--- config.mk ---
export PLATFORM = sky130hd
export DESIGN_NAME = xcvr_guard
export DESIGN_NICKNAME = d
export VERILOG_FILES = /design/src/rtl/xg_pkg.sv /design/src/rtl/xg_sync.sv /design/src/rtl/xg_thermal_lock.sv /design/src/rtl/xg_supply_gate.sv /design/src/rtl/xcvr_guard.sv
export SDC_FILE = /design/constraint.sdc
export NUM_CORES = 1
export LEC_CHECK = 0
export ABC_AREA = 1
export BUFFER_PORTS_ARGS = -buffer_cell sky130_fd_sc_hd__buf_2
export CAP_MARGIN = 20
export CORE_AREA = 2 2 39 41
export DETAILED_ROUTE_END_ITERATION = 7
export DIE_AREA = 0 0 41 43
export REMOVE_ABC_BUFFERS = 1
export SLEW_MARGIN = 10
export SYNTH_ARGS = -nofsm -noshare
export SYNTH_HDL_FRONTEND = slang
export SYNTH_SLANG_ARGS = --single-unit
export TNS_END_PERCENT = 1
--- constraint.sdc ---
create_clock -name clk -period 1.8 [get_ports clk]
set_input_delay 0.27 -clock clk [delete_from_list [all_inputs] [get_ports clk]]
set_output_delay 0.27 -clock clk [all_outputs]
set_load 0.1 [all_outputs]
--- src/rtl/xg_pkg.sv ---
// Package xg_pkg: types and constants shared by the protection controller.
// Assumes that every consumer takes the synchronised inputs as one packed struct.
package xg_pkg;

    // Bundle of synchronised inputs, most significant bit first
    typedef struct packed {
        logic uv;
        logic ot;
        logic txd;
        logic stby;
    } xg_in_t;

    localparam int unsigned XG_IN_W = $bits(xg_in_t);

    // Reset image of the synchroniser: supply bad, cool die, line recessive, standby
    localparam xg_in_t XG_IN_RST = '{uv: 1'b1, ot: 1'b0, txd: 1'b1, stby: 1'b1};

endpackage

--- src/rtl/xg_sync.sv ---
// Module xg_sync: multi-bit chain of synchronising flops, one chain per bit.
// Assumes the bits are independent levels. No relation between bits is kept.
module xg_sync #(
    parameter int unsigned WIDTH  = 4,
    parameter int unsigned STAGES = 2,
    parameter logic [WIDTH-1:0] RST_VAL = '0
) (
    input  logic             clk,
    input  logic             rst_n,
    input  logic [WIDTH-1:0] d_i,
    output logic [WIDTH-1:0] q_o
);

    localparam int unsigned LAST = STAGES - 1;

    logic [WIDTH-1:0] stage_q [STAGES];

    // Shift each input bit through the flop chain
    always_ff @(posedge clk) begin
        if (!rst_n) begin
            for (int i = 0; i < STAGES; i++) stage_q[i] <= RST_VAL;
        end else begin
            stage_q[0] <= d_i;
            for (int i = 1; i < STAGES; i++) stage_q[i] <= stage_q[i-1];
        end
    end

    assign q_o = stage_q[LAST];

endmodule

--- src/rtl/xg_thermal_lock.sv ---
// Module xg_thermal_lock: latched overtemperature lockout of the driver.
// Assumes synchronised inputs. The lock is set by the hot flag and cleared
// only when the die is cool and the transmit line is high in the same cycle.
module xg_thermal_lock (
    input  logic clk,
    input  logic rst_n,
    input  logic hot_i,
    input  logic txd_i,
    output logic hold_o
);

    logic lock_q;

    // Set on hot, keep until cool and recessive together
    always_ff @(posedge clk) begin
        if (!rst_n) begin
            lock_q <= 1'b0;
        end else if (hot_i) begin
            lock_q <= 1'b1;
        end else if (txd_i) begin
            lock_q <= 1'b0;
        end
    end

    // The live flag blocks at once, the latch covers the release wait
    assign hold_o = hot_i | lock_q;

endmodule

--- src/rtl/xg_supply_gate.sv ---
// Module xg_supply_gate: supply-fault gating and standby capture.
// Assumes synchronised inputs. The standby value is captured only while the
// supply is good and is frozen while it is low.
module xg_supply_gate (
    input  logic clk,
    input  logic rst_n,
    input  logic uv_i,
    input  logic stby_i,
    output logic stby_o,
    output logic engage_o,
    output logic wake_o
);

    logic stby_q;

    // Capture the standby request only while the supply is good
    always_ff @(posedge clk) begin
        if (!rst_n) begin
            stby_q <= 1'b1;
        end else if (!uv_i) begin
            stby_q <= stby_i;
        end
    end

    // Bus attached only with a good supply and not in standby
    always_comb begin
        stby_o   = stby_q;
        engage_o = !uv_i && !stby_q;
        wake_o   = !uv_i;
    end

endmodule

--- src/rtl/xcvr_guard.sv ---
// Module xcvr_guard: top of the transceiver driver protection controller.
// Assumes asynchronous fault and data inputs. Undervoltage overrides everything,
// and the overtemperature lockout gates only the driver.
module xcvr_guard #(
    parameter int unsigned SYNC_STAGES = 2
) (
    input  logic clk,
    input  logic rst_n,
    input  logic uv_flag_i,
    input  logic ot_flag_i,
    input  logic txd_i,
    input  logic stby_req_i,
    output logic drv_en_o,
    output logic bus_engage_o,
    output logic wake_cmp_en_o,
    output logic stby_state_o
);

    import xg_pkg::*;

    xg_in_t raw_in;
    xg_in_t syn_in;
    logic   ot_hold;
    logic   engage;

    // Gather the raw inputs into one bundle
    always_comb begin
        raw_in.uv   = uv_flag_i;
        raw_in.ot   = ot_flag_i;
        raw_in.txd  = txd_i;
        raw_in.stby = stby_req_i;
    end

    xg_sync #(
        .WIDTH   (XG_IN_W),
        .STAGES  (SYNC_STAGES),
        .RST_VAL (XG_IN_RST)
    ) sync_i (
        .clk   (clk),
        .rst_n (rst_n),
        .d_i   (raw_in),
        .q_o   (syn_in)
    );

    xg_thermal_lock therm_i (
        .clk    (clk),
        .rst_n  (rst_n),
        .hot_i  (syn_in.ot),
        .txd_i  (syn_in.txd),
        .hold_o (ot_hold)
    );

    xg_supply_gate supply_i (
        .clk      (clk),
        .rst_n    (rst_n),
        .uv_i     (syn_in.uv),
        .stby_i   (syn_in.stby),
        .stby_o   (stby_state_o),
        .engage_o (engage),
        .wake_o   (wake_cmp_en_o)
    );

    // Driver runs only on an attached bus with no thermal hold
    always_comb begin
        bus_engage_o = engage;
        drv_en_o     = engage && !ot_hold;
    end

endmodule

==> results.toml <==
[logic_synthesis]
synthTopCellsByCount = "11 x inv_1, 11 x nand2_1, 10 x dfxtp_1"
avgSynthCellArea_sq_um = 8.25
ys_ff_latch = 10
yosysUniqueCellTypes = 8
ys_seq_area_share_pct = 62.3
ys.flop_type = "dfxtp_1"
synth_area_leaders = "dfxtp_1 62%, inv_1 13%, nand2_1 13%"
synth-async-reset-ratio_pct = 0
yosysWarningCount = 0
syn_inst = 39
synth-edff-count = 0
synth_top_area_cell = "dfxtp_1"
synth_top_cell_area_share_pct = 62.3
syn_area_sq_um = 322

[clock_tree]
path_clk_slew_ns = 0.06
clock-sinks = 10
cts_buffer_depth = 2
clk_latency_ns = 0.25
cts-hold-fix-buffers = 0
cts_inserted_buffers = 3
cts_resized = 0
post_cts_buffers = 0
h-tree-depth = 1
clockRootBuffer = "clkbuf_4"
cts_tree = "yes"

[die]
design.die.area_sq_mm = 0.00176
die_h_um = 43
start_util_pct = 23.2
num_rows = 14
die_w_um = 41
core-area_sq_mm = 0.00138
io_pins = 10

[routing]
viasPerCell = 3.39
via_count = 224
wl_per_cell_um = 5.64
drtIter0Drc = 1
drc = 0
first_pass_iters = 2
ant_nets = 0
wl_um = 372

[worst_setup_path]
critPathCaptureType = "output port"
reg2regPathDepth = 3
crit_type = "flop to output port"
critical_path_buf_inv_count = 1
reg2reg_to = "supply_i.stby_o"
rrSetupSlack_ns = 1.16
critPathTopFamily = "buffers and inverters"
critical-path-max-stage-delay_ns = 0.42
cp-start-kind = "flop"
cpMaxStageDelayCell = "buf_2"
endpoint = "drv_en_o"
critical_path.startpoint = "supply_i.stby_o"
crit_chain = "nor2_2 > nand2_1 > nor2_1 > buf_2"
r2r-start = "sync_i.stage_q[0][7]"
cp_data_arrival_time_ns = 1.22
cp_max_fo = 3
cp.depth = 4
worstPathRequired_ns = 1.53

[timing]
max-slew-margin-rel_pct = 68.0
holdWs_ns = 0.185
fin_skew_ns = 0.000850
worstMarginPinSlew_ns = 0.484
rsz0062_at_grt = "false"
period_minus_slack_ns = 1.49
setup_viol = 0
slew_violations = 0
max_freq_mhz = 670
hold_viol = 0
finalWorstSetupSlack_ns = 0.307
finalCritPeriodShare_pct = 82.9

[power]
ir_worst_vdd_mv = 0.508
p_leak_uw = 0.000242
power.total_uw = 412
pwr_density_cell_mw_per_mm2 = 1030

[placed_design]
dp_hpwl_um = 267
port_buffers = 9
pre_cts_ws_ns = 0.568
place.gp.congestion = 0.670

[layout]
final_nets = 58
drive_gt1_share_pct = 28.0
area_growth_pct = 24.9
antennaDiodeCount = 0

[grt]
grt_pass1_wl_um = 552
grtUsageTotal_pct = 5.76
grt_pass1_vias = 141
antenna_found_initial = 0
grt_start_max_net_pins = 11
overflow = 0

[worst_hold_path]
worstHoldStart = "txd_i"
hp-class = "primary input to flop"

[status]
status = "finished clean"

[flow_run]
cap_violations = 0
## per-stage QoR
stage	std cells	setup TNS (ns)	instance area, sq um	utilization, %
finish	66	0	402	29.0
global route	66	0	402	29.0
CTS	66	0	402	29.0
detailed placement	63	0	379	27.4
global placement	63	0	379	27.4
floorplan	38	-1.58	314	-
## how the worst min path moves through the flow
stage | to | cells after the start
CTS | sync_i.stage_q[0][3] | 3
finish | sync_i.stage_q[0][1] | 3
detailed placement | sync_i.stage_q[0][7] | 2
floorplan | sync_i.stage_q[0][0] | 1
global placement | sync_i.stage_q[0][5] | 2
global route | sync_i.stage_q[0][3] | 3
## sequential cells by signal, summed over array words and instances (netlist names)
name,cells
therm_i.lock_q,1
supply_i.stby_o,1
sync_i.stage_q,8
## layout by cell type (no fill, tap or decap), drive strengths merged
cell type,instances
nor2,4
inv,11
o21ai,1
nand3,1
nand2,11
dfxtp,10
buf,9
clkbuf,3
## worst min-delay path: stages
cell and delay [ns]:
buf_2 0.07, inv_1 0.03, nand2_1 0.04
## final cells by class
cell class	instances	area, sq um
Fill cell	147	982
Sequential cell	10	200
Multi-Input combinational cell	17	72.6
Timing Repair Buffer	9	45.0
Inverter	11	41.3
Clock buffer	3	22.5
Tap cell	16	20.0
## cell families (layout without fill, tap and decap cells)
| logic type | Yosys count | count (layout) | synth area share [%] |
|---|---|---|---|
| buffers and inverters | 12 | 23 | 15.2 |
| AND/OR/NAND/NOR | 16 | 16 | 19.8 |
| flip-flops | 10 | 10 | 62.3 |
| AO/OA/AOI/OAI | 1 | 1 | 2.72 |
## layer usage
metal | track usage (%) | wire length [um]
met2 | 5.00 | 123
met3 | 9.42 | 69
met1 | 6.56 | 179
met4 | 2.00 | 0
met5 | 0 | 0
## power by group
part	internal, uW	switching (uW)
clock network	76.4	62.6
registers	231	3.83
logic	10.3	28.1
total	318	94.5
Note: power is estimated with default switching activity, not from simulation.
